--- src/rtl/rcs_pkg.sv ---
package rcs_pkg;

  localparam int BLOCK_BYTES = 5;

  localparam logic [7:0] OP_FREQ    = 8'h01;
  localparam logic [7:0] OP_MODE    = 8'h07;
  localparam logic [7:0] OP_SHIFT   = 8'h09;
  localparam logic [7:0] OP_KEY_ON  = 8'h08;
  localparam logic [7:0] OP_KEY_OFF = 8'h88;
  localparam logic [7:0] PAD_BYTE   = 8'h00;

  typedef enum logic [1:0] {
    KIND_FREQ  = 2'd0,
    KIND_MODE  = 2'd1,
    KIND_SHIFT = 2'd2,
    KIND_KEY   = 2'd3
  } cmd_kind_e;

  // strobes from control to datapath
  typedef struct packed {
    logic load;      // capture a new block, start the first byte
    logic shift;     // advance one bit within the current byte
    logic nextByte;  // move to the next pending byte
    logic finish;    // last stop bit of the last byte has ended
  } tx_strobe_t;

  // first byte on the wire sits in the top eight bits, the opcode in the bottom eight
  function automatic logic [8*BLOCK_BYTES-1:0] build_block(input logic [1:0] kind,
                                                           input logic [31:0] arg);
    logic [8*BLOCK_BYTES-1:0] blk;
    case (cmd_kind_e'(kind))
      KIND_FREQ:  blk = {arg, OP_FREQ};
      KIND_MODE:  blk = {arg[7:0], PAD_BYTE, PAD_BYTE, PAD_BYTE, OP_MODE};
      KIND_SHIFT: blk = {arg[7:0], PAD_BYTE, PAD_BYTE, PAD_BYTE, OP_SHIFT};
      default:    blk = {PAD_BYTE, PAD_BYTE, PAD_BYTE, PAD_BYTE,
                         (arg[0] ? OP_KEY_ON : OP_KEY_OFF)};
    endcase
    return blk;
  endfunction

endpackage

--- src/rtl/rcs_baud.sv ---
module rcs_baud #(
  parameter int CLKS_PER_BIT = 5208
) (
  input  logic clk,
  input  logic rst_n,
  input  logic run,
  output logic tick
);
  localparam int CW = (CLKS_PER_BIT > 1) ? $clog2(CLKS_PER_BIT) : 1;
  localparam logic [CW-1:0] LAST_COUNT = CW'(CLKS_PER_BIT - 1);

  logic [CW-1:0] count;

  assign tick = run && (count == LAST_COUNT);

  always_ff @(posedge clk) begin
    if (!rst_n || !run) count <= '0;
    else if (tick)      count <= '0;
    else                count <= count + 1'b1;
  end
endmodule

--- src/rtl/rcs_control.sv ---
module rcs_control
  import rcs_pkg::*;
#(
  parameter int STOP_BITS = 2
) (
  input  logic       clk,
  input  logic       rst_n,
  input  logic       cmdValid,
  input  logic       tick,
  output tx_strobe_t stb,
  output logic       busy,
  output logic       done
);
  localparam int FRAME_BITS = 1 + 8 + STOP_BITS;
  localparam int BIT_W      = $clog2(FRAME_BITS);
  localparam int BYTE_W     = $clog2(BLOCK_BYTES);
  localparam logic [BIT_W-1:0]  LAST_BIT  = BIT_W'(FRAME_BITS - 1);
  localparam logic [BYTE_W-1:0] LAST_BYTE = BYTE_W'(BLOCK_BYTES - 1);

  typedef enum logic {S_IDLE, S_SEND} state_e;

  state_e            state;
  logic [BIT_W-1:0]  bitIdx;
  logic [BYTE_W-1:0] byteIdx;
  logic              frameEnd;

  assign busy     = (state == S_SEND);
  assign frameEnd = busy && tick && (bitIdx == LAST_BIT);

  always_comb begin
    stb          = '0;
    stb.load     = (state == S_IDLE) && cmdValid;
    stb.shift    = busy && tick && (bitIdx != LAST_BIT);
    stb.nextByte = frameEnd && (byteIdx != LAST_BYTE);
    stb.finish   = frameEnd && (byteIdx == LAST_BYTE);
  end

  always_ff @(posedge clk) begin
    if (!rst_n) begin
      state   <= S_IDLE;
      bitIdx  <= '0;
      byteIdx <= '0;
      done    <= 1'b0;
    end else begin
      done <= stb.finish;
      if (stb.load) begin
        state   <= S_SEND;
        bitIdx  <= '0;
        byteIdx <= '0;
      end else if (stb.shift) begin
        bitIdx <= bitIdx + 1'b1;
      end else if (stb.nextByte) begin
        bitIdx  <= '0;
        byteIdx <= byteIdx + 1'b1;
      end else if (stb.finish) begin
        state <= S_IDLE;
      end
    end
  end
endmodule

--- src/rtl/rcs_datapath.sv ---
module rcs_datapath
  import rcs_pkg::*;
#(
  parameter int STOP_BITS = 2
) (
  input  logic        clk,
  input  logic        rst_n,
  input  tx_strobe_t  stb,
  input  logic [1:0]  cmdKind,
  input  logic [31:0] cmdArg,
  output logic        txd
);
  localparam int FRAME_BITS = 1 + 8 + STOP_BITS;
  localparam int BLK_BITS   = 8 * BLOCK_BYTES;
  localparam int PEND_BITS  = BLK_BITS - 8;

  logic [FRAME_BITS-1:0] frame;
  logic [PEND_BITS-1:0]  pend;
  logic [BLK_BITS-1:0]   block;

  function automatic logic [FRAME_BITS-1:0] frameOf(input logic [7:0] b);
    return {{STOP_BITS{1'b1}}, b, 1'b0};
  endfunction

  assign block = build_block(cmdKind, cmdArg);
  assign txd   = frame[0];

  always_ff @(posedge clk) begin
    if (!rst_n) begin
      frame <= '1;
      pend  <= '0;
    end else if (stb.load) begin
      frame <= frameOf(block[BLK_BITS-1 -: 8]);
      pend  <= block[PEND_BITS-1:0];
    end else if (stb.nextByte) begin
      frame <= frameOf(pend[PEND_BITS-1 -: 8]);
      pend  <= pend << 8;
    end else if (stb.shift) begin
      frame <= {1'b1, frame[FRAME_BITS-1:1]};
    end else if (stb.finish) begin
      frame <= '1;
    end
  end
endmodule

--- src/rtl/radio_cmd_sender.sv ---
module radio_cmd_sender
  import rcs_pkg::*;
#(
  parameter int CLK_HZ    = 50_000_000,
  parameter int BAUD      = 9600,
  parameter int STOP_BITS = 2
) (
  input  logic        clk,
  input  logic        rst_n,
  input  logic        cmdValid,
  input  logic [1:0]  cmdKind,
  input  logic [31:0] cmdArg,
  output logic        busy,
  output logic        done,
  output logic        txd
);
  localparam int CLKS_PER_BIT = CLK_HZ / BAUD;

  tx_strobe_t stb;
  logic       tick;

  rcs_baud #(.CLKS_PER_BIT(CLKS_PER_BIT)) baud_i (
    .clk(clk), .rst_n(rst_n), .run(busy), .tick(tick)
  );

  rcs_control #(.STOP_BITS(STOP_BITS)) ctrl_i (
    .clk(clk), .rst_n(rst_n), .cmdValid(cmdValid), .tick(tick),
    .stb(stb), .busy(busy), .done(done)
  );

  rcs_datapath #(.STOP_BITS(STOP_BITS)) dp_i (
    .clk(clk), .rst_n(rst_n), .stb(stb), .cmdKind(cmdKind),
    .cmdArg(cmdArg), .txd(txd)
  );
endmodule

--- config.mk ---
export PLATFORM = sky130hd
export DESIGN_NAME = radio_cmd_sender
export DESIGN_NICKNAME = d
export VERILOG_FILES = /design/src/rtl/rcs_pkg.sv /design/src/rtl/rcs_baud.sv /design/src/rtl/rcs_control.sv /design/src/rtl/rcs_datapath.sv /design/src/rtl/radio_cmd_sender.sv
export SDC_FILE = /design/constraint.sdc
export NUM_CORES = 1
export LEC_CHECK = 0
export BUFFER_PORTS_ARGS = -buffer_cell sky130_fd_sc_hd__buf_2
export CORE_ASPECT_RATIO = 0.9
export CORE_UTILIZATION = 39
export CTS_CLUSTER_SIZE = 10
export DETAILED_ROUTE_END_ITERATION = 10
export GPL_TIMING_DRIVEN = 0
export HOLD_SLACK_MARGIN = 0.03
export PLACE_DENSITY = 0.69
export SLEW_MARGIN = 25
export SYNTH_ARGS = -nofsm -noshare
export SYNTH_HDL_FRONTEND = slang
export SYNTH_SLANG_ARGS = --single-unit
--- constraint.sdc ---
create_clock -name clk -period 1.85 [get_ports clk]
set_input_delay 0.37 -clock clk [delete_from_list [all_inputs] [get_ports clk]]
set_output_delay 0.37 -clock clk [all_outputs]
set_load 0.01 [all_outputs]
==> key figures <==
Status
  • Status: finished, final reports clean

STA
  • Setup Skew: 5.26 ps
  • Setup TNS after final layout: 0 ps
  • Slew of the pin with the lowest slew margin: 518 ps
  • Fmax achieved: 0.543 GHz
  • Final setup fails: 0
  • Tmin final: 1840 ps
  • Final Max Slew Viols: 0
  • Fin. Hold Viols: 0
  • Slew margin rel.: 65.3%
  • Period utilisation layout: 99.5%

Power and ir drop
  • Sw Ratio: 24.6%
  • Clock power share: 40.7%
  • Sw Pwr: 0.000645 W
  • Total power: 0.00263 W
  • Pwr/cell area: 765 mW/mm^2
  • Cell internal pwr: 0.00198 W
  • VDD IR max: 0.000348 V
  • Comb pwr share: 8.8%
  • Share of power burned in registers: 50.5%
  • Leakage power: 1.22 nW

Global routing
  • Remaining global-route overflow: 0
  • First-pass GRT wire length: 11.4 mm
  • Vias in the first global route: 2434
  • Largest net degree at the start of global routing: 11
  • GRT Total Usage: 21.1%
  • Initial antenna violation count: 0

Die
  • I/O Pins: 40
  • FP Rows: 28
  • Core area: 0.00659 sq mm
  • Die area: 0.00719 sq mm
  • DIE HEIGHT: 80.6 um
  • Initial Utilization: 40.6%
  • Die Width: 89.3 um

Yosys
  • Post-synthesis compound-gate area fraction: 18.0%
  • Largest family of logic cells by synthesized area: simple AND/OR/NAND/NOR gates
  • Area contributors post-synth: dfxtp_1, nand2_1, nand3_1
  • Synthesized Nets: 375
  • Register bit total from synthesis: 59
  • Simple-gate portion of the synthesized area: 25.6%
  • Syn_area_per_cell: 8.03 sq um
  • Post-synthesis mux area share: 0.374%
  • Asr flop ratio synth: 0%
  • Synth warnings: 0
  • Mapped cell area: 0.00268 sq mm
  • Post-synth top flop: dfxtp_1
  • Cells after Synth: 333
  • Post-synthesis cell type count: 36
  • Number of enable flip-flop cells after synthesis: 0
  • XOR/XNOR Fraction of Synth Area: 4.58%
  • Post-Synth Adder-Cell Area: 2.34%
  • Largest area contributor in the netlist: dfxtp_1
  • Top-area cell type share of the netlist area: 44.2%
  • Part of the Yosys area used for sequential elements: 44.2%

Placement
  • Placed cell areas: 0.00297 sq mm
  • DP Cell Count: 460
  • Post-detail-place hpwl: 5.01 mm
  • GPL Wtd Cong: 0.886
  • PortBufs: 37

Route
  • Antenna-violating nets left: 0
  • DR top layer: met4
  • # DRC: 0
  • Met3 WL post-DR: 495 um
  • Detailed Routing Iterations Pass 1: 4
  • Final wirelength: 7.42 mm
  • Routed length per instance: 15.1 um
  • DR WL met2: 3.42 mm
  • Detailed Route Iter0 Violations: 219
  • Met1 Wirelength: 3.38 mm
  • DR vias: 2711
  • Vias per cell: 5.53

Final layout
  • Fillers: 643
  • Layout Nets: 438
  • Antenna cells: 0
  • Layout cells sized above 1: 24.5%
  • Layout Cells excl Fill: 490
  • Commonest non-fill, non-tap cell in the layout: nand2_1
  • Commonest non-fill, non-tap cells in the layout: nand2_1, dfxtp_1, buf_2
  • Area grow syn2layout: 28.4%
  • Final Cell Area: 0.00343 sq mm

Setup path
  • CP endpoint kind: flop
  • Worst R2R End: dp_i.frame[8]
  • Critical path launch point: ctrl_i.bitIdx[0]
  • Critical Path RT: 2050 ps
  • Worst EP arrival: 2040 ps
  • Setup CP Type: reg2reg
  • Depth of the worst register-to-register path: 9
  • R2r setup slk: 10 ps
  • CP Launch Type: flop
  • Reg2Reg Launch Point: ctrl_i.bitIdx[0]
  • Crit path max fanout: 10

Clock tree
  • Clock Tree Buf Depth: 2
  • Clock transition at path regs: 60 ps
  • CTS Buf Count: 9
  • TritonCTS clock tree: done
  • Root Driver: clkbuf_8
  • Clock sinks: 59
  • Worst skew pair latency: 340 ps
  • H-tree levels: 3

Hold path
  • Min-delay worst type: in2reg
  • Min-delay src: cmdArg[22]
  • Hold Path End: dp_i.pend[30]
  • Number of cells on the worst hold path: 3

Job
  • Max-cap violation count: 0
-- cell type report --
type,instances,area [sq um],area share (%)
timing repair buffer,52,334,9.73
inverter,7,26.3,0.765
clock inverter,2,10.0,0.291
multi-input combinational,244,1430,41.5
tap,90,113,3.28
buffer,23,170,4.95
sequential,59,1190,34.5
clock buffer,13,169,4.92
-- flip-flops by register name (all words and copies together), names as in the netlist --
| signal | flops |
|---|---|
| baud_i.count | 13 |
| ctrl_i.bitIdx | 4 |
| ctrl_i.busy | 1 |
| ctrl_i.byteIdx | 3 |
| ctrl_i.done | 1 |
| dp_i.frame | 9 |
| dp_i.pend | 28 |
-- power by group through the flow --
stage | Sequential, W | Clock [W] | Combinational [W]
after floorplan | 0.00135 | 0 | 0.000124
after global placement | 0.00135 | 0 | 0.000209
after detailed placement | 0.00135 | 0 | 0.000212
after CTS | 0.00132 | 0.00109 | 0.000215
after global routing | 0.00133 | 0.00115 | 0.000251
final | 0.00133 | 0.00107 | 0.000232
-- routing by layer --
metal,up-vias,track usage (%)
li1,1307,-
met1,1306,28.3
met2,82,32.5
met3,16,6.17
met4,0,6.35
met5,-,0
-- critical path, cell delays in order, from the launching register on --
cell	delay [ps]
dfxtp_2	340
inv_2	60
ha_1	140
nand3b_1	260
a21oi_4	240
buf_4	160
nand3_4	120
buf_6	180
nor2_1	120
o211ai_1	90
-- stage by stage --
step | util (%) | worst slack (ps) | hold slack (ps)
5_1_grt | 52.1 | -77.4 | 283
2_1_floorplan | - | 140 | 413
3_3_place_gp | 45.1 | -294 | 427
4_1_cts | 48.4 | -54.5 | 275
3_5_place_dp | 45.1 | -321 | 436
6_report | 52.1 | 9.71 | 276
-- how the worst max path moves through the flow --
stage / cells after the start / slack, ps / endpoint
6_report: 9 / 10 / dp_i.frame[8]
3_3_place_gp: 7 / -290 / dp_i.frame[8]
5_1_grt: 9 / -80 / dp_i.pend[12]
3_5_place_dp: 7 / -320 / dp_i.frame[8]
4_1_cts: 8 / -50 / dp_i.frame[8]
2_1_floorplan: 7 / 140 / dp_i.frame[8]
-- cell usage after synthesis, types with 6 or more instances --
library cell	number
o21ai_0	9
a21oi_1	20
inv_1	6
clkbuf_1	13
dfxtp_1	59
buf_2	7
nor3_1	10
a221o_1	7
xnor2_1	9
nand2_1	59
nand3_1	34
a31oi_1	26
nor2_1	27
-- repair_timing --
item	in CTS	in global routing
pin swaps	1	9
endpoints found under the hold margin	0	0
setup endpoints to repair	54	52
gates resized for setup	7	48
hold buffers	0	0
setup buffers	2	9
cloned	0	4
-- cell families (layout without fill, tap and decap cells) --
group                      Yosys count  after routing
xor gates and xnor gates            14             14
adders and majority gates            5              5
muxes                                1              1
DFF                                 59             59
and+or+nand+nor                    149            149
buffers and inverters               30             97
AOI/OAI and AO/OA                   75             75
(Power assumes the default switching activity.)
